===== src/rtl/tmr_pkg.sv =====
// Shared constants and types for the prescaled down-counter timer.
// Assumes byte addressing on a 32-bit register bus.
package tmr_pkg;
    localparam int NUM_DIV    = 5;   // divide ratios 4^1 .. 4^5
    localparam int PSC_W      = 3;   // prescaler code width
    localparam int CTL_UIE    = 5;   // interrupt enable bit
    localparam int CTL_UNF    = 8;   // underflow flag bit
    localparam int START_ADR  = 4;   // start register address
    localparam int GRP_BASE   = 8;   // first channel group
    localparam int GRP_STRIDE = 12;  // bytes per channel group
    localparam int OFS_RELOAD = 0;
    localparam int OFS_COUNT  = 4;
    localparam int OFS_CTL    = 8;

    typedef struct packed {
        logic [PSC_W-1:0] psc;
        logic             uie;
    } ctl_t;
endpackage


===== src/rtl/tmr_prescale.sv =====
// Free-running clock divider. Emits a one-cycle tick for each ratio
// 4^(k+1), k = 0..NUM_DIV-1. Assumes the consumer samples the ticks
// as clock enables in the same domain.
module tmr_prescale #(
    parameter int NUM_DIV = 5
) (
    input  logic               clk,
    input  logic               rst_n,
    output logic [NUM_DIV-1:0] tick
);
    localparam int DIV_W = 2 * NUM_DIV;

    logic [DIV_W-1:0] div_q;

    // Advance the divider on every clock once reset is released.
    always_ff @(posedge clk) begin
        if (!rst_n) div_q <= '0;
        else        div_q <= div_q + 1'b1;
    end

    // One tick per ratio: the low 2(k+1) bits are all ones.
    for (genvar k = 0; k < NUM_DIV; k++) begin : g_tick
        assign tick[k] = &div_q[2*k+1:0];
    end
endmodule


===== src/rtl/tmr_channel.sv =====
// One timer channel: reload register, down counter, control fields and
// sticky underflow flag. Assumes at most one write strobe is active per
// cycle, all driven by the bus decoder.
module tmr_channel
    import tmr_pkg::*;
#(
    parameter int CNT_W  = 32,
    parameter int DATA_W = 32
) (
    input  logic               clk,
    input  logic               rst_n,
    input  logic               run,
    input  logic [NUM_DIV-1:0] tick,
    input  logic [DATA_W-1:0]  wdata,
    input  logic               wr_reload,
    input  logic               wr_count,
    input  logic               wr_ctl,
    output logic [CNT_W-1:0]   reload_q,
    output logic [CNT_W-1:0]   count_q,
    output ctl_t               ctl_q,
    output logic               flag_q,
    output logic               uf_evt,
    output logic               irq
);
    logic step;

    // Pick the tick for the programmed code; codes past the last ratio use the first.
    always_comb begin
        step = tick[0];
        for (int k = 1; k < NUM_DIV; k++) begin
            if (ctl_q.psc == PSC_W'(k)) step = tick[k];
        end
    end

    // Underflow: a counted tick while at zero, unless software writes the counter.
    assign uf_evt = run && step && (count_q == '0) && !wr_count;

    // Reload register, written straight from the bus.
    always_ff @(posedge clk) begin
        if (!rst_n)         reload_q <= '1;
        else if (wr_reload) reload_q <= wdata[CNT_W-1:0];
    end

    // Counter: a bus write wins, otherwise count down or reload on underflow.
    always_ff @(posedge clk) begin
        if (!rst_n)              count_q <= '1;
        else if (wr_count)       count_q <= wdata[CNT_W-1:0];
        else if (run && step)    count_q <= (count_q == '0) ? reload_q : count_q - 1'b1;
    end

    // Control fields that hold state.
    always_ff @(posedge clk) begin
        if (!rst_n)      ctl_q <= '0;
        else if (wr_ctl) ctl_q <= '{psc: wdata[PSC_W-1:0], uie: wdata[CTL_UIE]};
    end

    // Sticky flag: set by underflow, cleared by a zero write; set wins.
    always_ff @(posedge clk) begin
        if (!rst_n) flag_q <= 1'b0;
        else        flag_q <= uf_evt || (flag_q && !(wr_ctl && !wdata[CTL_UNF]));
    end

    assign irq = flag_q && ctl_q.uie;
endmodule


===== src/rtl/tmr_unit.sv =====
// Timer unit top: bus decoder, start register, read multiplexer and
// NUM_CH channels sharing one prescaler. Assumes ADDR_W wide enough to
// hold every group address and CNT_W no wider than DATA_W.
module tmr_unit
    import tmr_pkg::*;
#(
    parameter int NUM_CH = 3,
    parameter int CNT_W  = 32,
    parameter int DATA_W = 32,
    parameter int ADDR_W = 8
) (
    input  logic              clk,
    input  logic              rst_n,
    input  logic [ADDR_W-1:0] bus_addr,
    input  logic              bus_we,
    input  logic [DATA_W-1:0] bus_wdata,
    output logic [DATA_W-1:0] bus_rdata,
    output logic [NUM_CH-1:0] irq_o
);
    logic [NUM_DIV-1:0]             tick;
    logic [NUM_CH-1:0]              start_q;
    logic [NUM_CH-1:0][CNT_W-1:0]   reload_a;
    logic [NUM_CH-1:0][CNT_W-1:0]   count_a;
    ctl_t [NUM_CH-1:0]              ctl_a;
    logic [NUM_CH-1:0]              flag_a;
    logic [NUM_CH-1:0]              uf_a;
    logic [NUM_CH-1:0]              wr_reload_a;
    logic [NUM_CH-1:0]              wr_count_a;
    logic [NUM_CH-1:0]              wr_ctl_a;

    tmr_prescale #(.NUM_DIV(NUM_DIV)) u_div (
        .clk   (clk),
        .rst_n (rst_n),
        .tick  (tick)
    );

    // Start register: one run bit per channel.
    always_ff @(posedge clk) begin
        if (!rst_n)
            start_q <= '0;
        else if (bus_we && bus_addr == ADDR_W'(START_ADR))
            start_q <= bus_wdata[NUM_CH-1:0];
    end

    for (genvar i = 0; i < NUM_CH; i++) begin : g_ch
        localparam int BASE = GRP_BASE + GRP_STRIDE * i;

        assign wr_reload_a[i] = bus_we && bus_addr == ADDR_W'(BASE + OFS_RELOAD);
        assign wr_count_a[i]  = bus_we && bus_addr == ADDR_W'(BASE + OFS_COUNT);
        assign wr_ctl_a[i]    = bus_we && bus_addr == ADDR_W'(BASE + OFS_CTL);

        tmr_channel #(.CNT_W(CNT_W), .DATA_W(DATA_W)) u_ch (
            .clk       (clk),
            .rst_n     (rst_n),
            .run       (start_q[i]),
            .tick      (tick),
            .wdata     (bus_wdata),
            .wr_reload (wr_reload_a[i]),
            .wr_count  (wr_count_a[i]),
            .wr_ctl    (wr_ctl_a[i]),
            .reload_q  (reload_a[i]),
            .count_q   (count_a[i]),
            .ctl_q     (ctl_a[i]),
            .flag_q    (flag_a[i]),
            .uf_evt    (uf_a[i]),
            .irq       (irq_o[i])
        );
    end

    // Read multiplexer: unmapped addresses and unheld bits return zero.
    always_comb begin
        bus_rdata = '0;
        if (bus_addr == ADDR_W'(START_ADR))
            bus_rdata[NUM_CH-1:0] = start_q;
        for (int i = 0; i < NUM_CH; i++) begin
            if (bus_addr == ADDR_W'(GRP_BASE + GRP_STRIDE * i + OFS_RELOAD))
                bus_rdata = DATA_W'(reload_a[i]);
            if (bus_addr == ADDR_W'(GRP_BASE + GRP_STRIDE * i + OFS_COUNT))
                bus_rdata = DATA_W'(count_a[i]);
            if (bus_addr == ADDR_W'(GRP_BASE + GRP_STRIDE * i + OFS_CTL)) begin
                bus_rdata[PSC_W-1:0] = ctl_a[i].psc;
                bus_rdata[CTL_UIE]   = ctl_a[i].uie;
                bus_rdata[CTL_UNF]   = flag_a[i];
            end
        end
    end
endmodule


===== config.mk =====
export PLATFORM = sky130hd
export DESIGN_NAME = tmr_unit
export DESIGN_NICKNAME = d
export VERILOG_FILES = /design/src/rtl/tmr_pkg.sv /design/src/rtl/tmr_prescale.sv /design/src/rtl/tmr_channel.sv /design/src/rtl/tmr_unit.sv
export SDC_FILE = /design/constraint.sdc
export NUM_CORES = 1
export LEC_CHECK = 0
export BUFFER_PORTS_ARGS = -buffer_cell sky130_fd_sc_hd__buf_2
export CAP_MARGIN = 20
export CORE_ASPECT_RATIO = 0.7
export CORE_MARGIN = 5
export CORE_UTILIZATION = 28
export DETAILED_ROUTE_END_ITERATION = 10
export MAX_ROUTING_LAYER = met4
export SLEW_MARGIN = 20
export SYNTH_ARGS = -nofsm -noshare
export SYNTH_HDL_FRONTEND = slang
export SYNTH_HIERARCHICAL = 1
export SYNTH_SLANG_ARGS = --single-unit

===== constraint.sdc =====
create_clock -name clk -period 9.3 [get_ports clk]
set_input_delay 1.86 -clock clk [delete_from_list [all_inputs] [get_ports clk]]
set_output_delay 1.86 -clock clk [all_outputs]
set_load 0.01 [all_outputs]

Yosys cells after proc, flatten, opt, wreduce, memory -nomap -nowiden
Index checks and enable logic that the tools add are counted.
Widths: inputs -> output; s select.
{ "word_totals": {"register_bits": 220, "latchBits": 0, "ramBits": 0, "mem_bits_ro": 0, "inputBits": 43, "output_inout_bits": 35, "mem_count": 0} }
{ "classes": {"addsub": 4, "mul": 0, "div": 0, "magnitude_cmp": 0, "n_eq_ne": 22, "shift": 0, "n_mux": 37, "bitwise_logic": 0, "n_reduce_logical": 49} }
{ "ops": {"columns": ["operator", "count"], "rows": [
  ["$mux 32", 15],
  ["$logic_not 32->1", 3],
  ["$sub 32x1->32 const B", 3],
  ["$eq 8x5->1 const B", 4],
  ["$logic_and 1x1->1", 28],
  ["$eq 8x6->1 const B", 3],
  ["$eq 3x2->1 const B", 6],
  ["$mux 1", 18],
  ["$eq 8x4->1 const B", 2],
  ["$mux 3", 4],
  ["$add 10x1->10 const B", 1],
  ["$reduce_and 10->1", 1],
  ["$eq 3x1->1 const B", 3],
  ["$eq 3x3->1 const B", 3],
  ["$eq 8x3->1 const B", 1],
  ["$reduce_and 8->1", 1],
  ["$logic_not 1->1", 7],
  ["$reduce_and 6->1", 1],
  ["$reduce_bool 2->1", 3],
  ["$reduce_and 4->1", 1],
  ["$logic_or 1x1->1", 3],
  ["$reduce_and 2->1", 1]
]} }

Depth between registers and ports, before layout
{ "depth": {"depth_word": 11, "depth_mapped": 12, "mapped_depth_nobuf": 8} }

Cells and area by module
The synthesis kept the hierarchy.
{ "by_module_without_submodules": {"columns": ["module", "n_inst", "cells_each", "area_per_inst_um2"], "rows": [
  ["tmr_channel", 3, 455, 3872.5],
  ["tmr_unit", 1, 309, 2233.4],
  ["tmr_prescale", 1, 47, 434.2]
]} }

Worst setup path before layout
No wires, ideal clock.
{ "synth_timing": {"path_kind": "input to output", "from": "input port bus_addr[2]", "to": "output port bus_rdata[10]", "t_arrival_ns": 3.229, "required_ns": 7.440, "setup_slack_ns": 4.211, "path_stages": 6, "path_cell_list": "buf_4 > nor4b_1 > clkbuf_1 > a22oi_1 > o221ai_1 > a21boi_0"} }
{ "synth_between": {"elab_chain_cells": 7, "elab_cells_between_ends": 12, "classes_between": "eq/ne: 6; mux: 6"} }
{ "synth_rtl": {"columns": ["element", "line_no", "rtl"], "rows": [
  ["start, declared", "tmr_unit.sv:14", "input logic [ADDR_W-1:0] bus_addr,"],
  ["$eq 8x4->1", "tmr_unit.sv:76", "if (bus_addr == ADDR_W'(GRP_BASE + GRP_STRIDE * i + OFS_RELOAD))"],
  ["$mux 32", "tmr_unit.sv:76", null],
  ["$mux 32", "tmr_unit.sv:78", "if (bus_addr == ADDR_W'(GRP_BASE + GRP_STRIDE * i + OFS_COUNT))"],
  ["$mux 32", "tmr_unit.sv:76", null],
  ["$mux 32", "tmr_unit.sv:78", null],
  ["$mux 32", "tmr_unit.sv:76", null],
  ["$mux 32 (*)", "tmr_unit.sv:78", null],
  ["end, declared", "tmr_unit.sv:17", "output logic [DATA_W-1:0] bus_rdata,"]
]} }
Mark *: on every way between the ends. The rest lies on a longest branch, timed or not.

Worst setup path after layout
{ "layout_timing": {"from": "input port bus_addr[2]", "to": "output port bus_rdata[3]"} }
Same word-level chain as after synthesis.

==> flow_summary.json <==
{
  "dpl.cell_count": 2343,
  "cts_resized": 0,
  "synth_cells": 1718,
  "route.met3.wl_mm": 6.35,
  "gp_congestion": 0.986,
  "synth_nets": 1768,
  "multi_input_area_um2": 9160,
  "dr_total_vias": 13976,
  "place.detailed.hpwl_mm": 40.7,
  "antenna_left": 0,
  "clk_pin_slew_ps": 60,
  "vdd_drop_max_uv": 120,
  "synthToLayoutAreaGrowth_pct": 11.7,
  "met1_length_mm": 27.2,
  "fin_tns_setup_ps": 0,
  "power.density_nw_per_um2": 138,
  "fin_cells": 2392,
  "core_area_um2": 50600,
  "ff_latch_area_um2": 4400,
  "max_cap_viol_count": 0,
  "drt-initial-drc-count": 2052,
  "top_layer_used": "met4",
  "antenna_found_initial": 2,
  "hold_path.class": "reg -> reg",
  "die_x_um": 280,
  "cts_tree": "built",
  "rrSetupSlack_ps": 5850,
  "syn_avg_cell_area_um2": 8.31,
  "final_net_count": 1747,
  "ff2ff_path_depth": 8,
  "port_buffers": 77,
  "arrival_ps": 4850,
  "worst_slew_pin_slew_ps": 1230,
  "slowest_stage": "nor4b_2",
  "ioPinCount": 78,
  "required_ps": 7440,
  "row_count": 69,
  "fillCellCount": 5348,
  "hold_violations": 0,
  "cts_root_buffer": "clkbuf_16",
  "min_delay_path_depth": 1,
  "vias_per_cell": 5.84,
  "slew_headroom_pct": 17.4,
  "rsz0062_at_grt": "no",
  "grt_max_degree": 131,
  "worstSetupStartpointType": "input pin",
  "critPathBufInv": 2,
  "wl_met2_mm": 22.6,
  "grt_pass1_wl_mm": 84.3,
  "overflow": 0,
  "sw_frac_of_total_pct": 25.0,
  "wl_per_cell_um": 23.8,
  "fin_skew_ps": 13.7,
  "p_leak_nw": 5.47,
  "start_util_pct": 28.2,
  "cp-end-kind": "output port",
  "grt_pass1_vias": 12665,
  "maxSlewViolCount": 0,
  "period_share_pct": 72.1,
  "fmax_mhz": 149,
  "clkPwrFrac_pct": 50.6,
  "hp-start": "u_div/div_q[0]",
  "cts_max_level": 1,
  "p_comb_share_pct": 6.3,
  "routed_wl_mm": 57.0,
  "status": "complete, no violations",
  "r2r-end": "g_ch[1].u_ch/count_q[6]",
  "pwr-share-seq_pct": 43.1,
  "hold_buffers": 0,
  "drc_errors": 0,
  "die-area_um2": 55700,
  "drive_above_1_share_pct": 12.6,
  "gr-usage-all-layers_pct": 20.1,
  "setup.worst_path.class": "in -> out",
  "setup_slack_ps": 2590,
  "cts_buffers": 26,
  "drtPass1Iterations": 6,
  "place_ws_ps": 2770,
  "worstPathMaxFanout": 34,
  "internal_power_mw": 1.65,
  "insertion_delay_ps": 550,
  "critical_path.max_stage_delay_ps": 1080,
  "cts.sinks": 220,
  "crit_path_frequent_cell": "buf_2",
  "die_h_um": 199,
  "syn_area_um2": 14300,
  "setup_violations": 0,
  "crit_chain": "buf_2 -> nor4b_2 -> a22oi_1 -> o221ai_1 -> a21boi_0 -> buf_2",
  "crit_family": "simple AND/OR/NAND/NOR gates",
  "postCtsSetupRepairBufs": 0,
  "ys_warn_count": 6,
  "fin_crit_ps": 6710,
  "cts_buffer_depth": 3,
  "min_to": "u_div/div_q[0]",
  "r2r-start": "u_div/div_q[0]",
  "p_switching_uw": 551
}
[cell type report]
class	instances	share of cell area (%)
Antenna cell	3	0.0471
Clock buffer	33	4.57
Clock inverter	13	1.17
Inverter	24	0.565
Multi-Input combinational cell	1331	57.5
Sequential cell	220	27.6
Tap cell	674	5.29
Timing Repair Buffer	94	3.26
[worst reg2reg max path, delay by kind of cell (launching register included)]
family	cells	cell delay [ps]
simple gates	3	1220
fa+ha+maj	1	350
flops	1	360
mux	1	120
compound gates	3	1290
[placed cells by master, fill, tap and decap left out, types with 21 or more instances in the layout]
cell,instances
nand2_1,334
nor3_1,81
o21a_1,30
nor2b_1,25
clkbuf_16,27
dfxtp_1,220
a21oi_1,23
o31ai_1,23
buf_2,76
mux2i_1,159
o21ai_0,26
a31oi_1,48
a22oi_1,30
o21ai_1,63
a221o_1,45
xnor2_1,23
inv_1,21
mux2_4,30
nor2_1,34
nor4_1,31
[layer usage]
metal	global-route usage, %	vias up
met4	3.19	0
met5	-	-
met1	30.4	6858
met3	4.78	50
met2	27.2	728
li1	-	6340
[metrics by stage]
stage               hold slack [ps]  power (mW)  util, %  area [um^2]
floorplan                       430        1.04        -        14300
global placement                442        1.10     29.7        15000
detailed placement              465        1.10     29.7        15000
CTS                             474        2.21     31.5        15900
global route                    503        2.25     31.5        15900
finish                          468        2.20     31.5        15900
[power groups by stage]
stage	logic (mW)	registers, mW	clock network (mW)
after floorplan	0.0706	0.968	0
after global placement	0.131	0.970	0
after detailed placement	0.133	0.970	0
after CTS	0.133	0.949	1.13
after global routing	0.145	0.949	1.16
final	0.138	0.949	1.11
[worst max-delay path by stage]
| stage | start | to | slack, ps | cells past startpoint |
|---|---|---|---|---|
| floorplan | bus_addr[2] | bus_rdata[10] | 4210 | 6 |
| global placement | bus_addr[4] | bus_rdata[3] | 2900 | 6 |
| detailed placement | bus_addr[4] | bus_rdata[3] | 2770 | 6 |
| CTS | bus_addr[4] | bus_rdata[3] | 2770 | 6 |
| global route | bus_addr[4] | bus_rdata[3] | 2480 | 6 |
| finish | bus_addr[2] | bus_rdata[3] | 2590 | 6 |
[state kept, by name (all words and copies together), names as in the netlist]
| signal | count |
|---|---|
| g_ch.u_ch/count_q | 96 |
| g_ch.u_ch/reload_q | 96 |
| g_ch.u_ch/ctl_q | 12 |
| u_div/div_q | 10 |
| g_ch.u_ch/flag_q | 3 |
| start_q | 3 |
No activity file was read; power rests on OpenSTA's default activity.
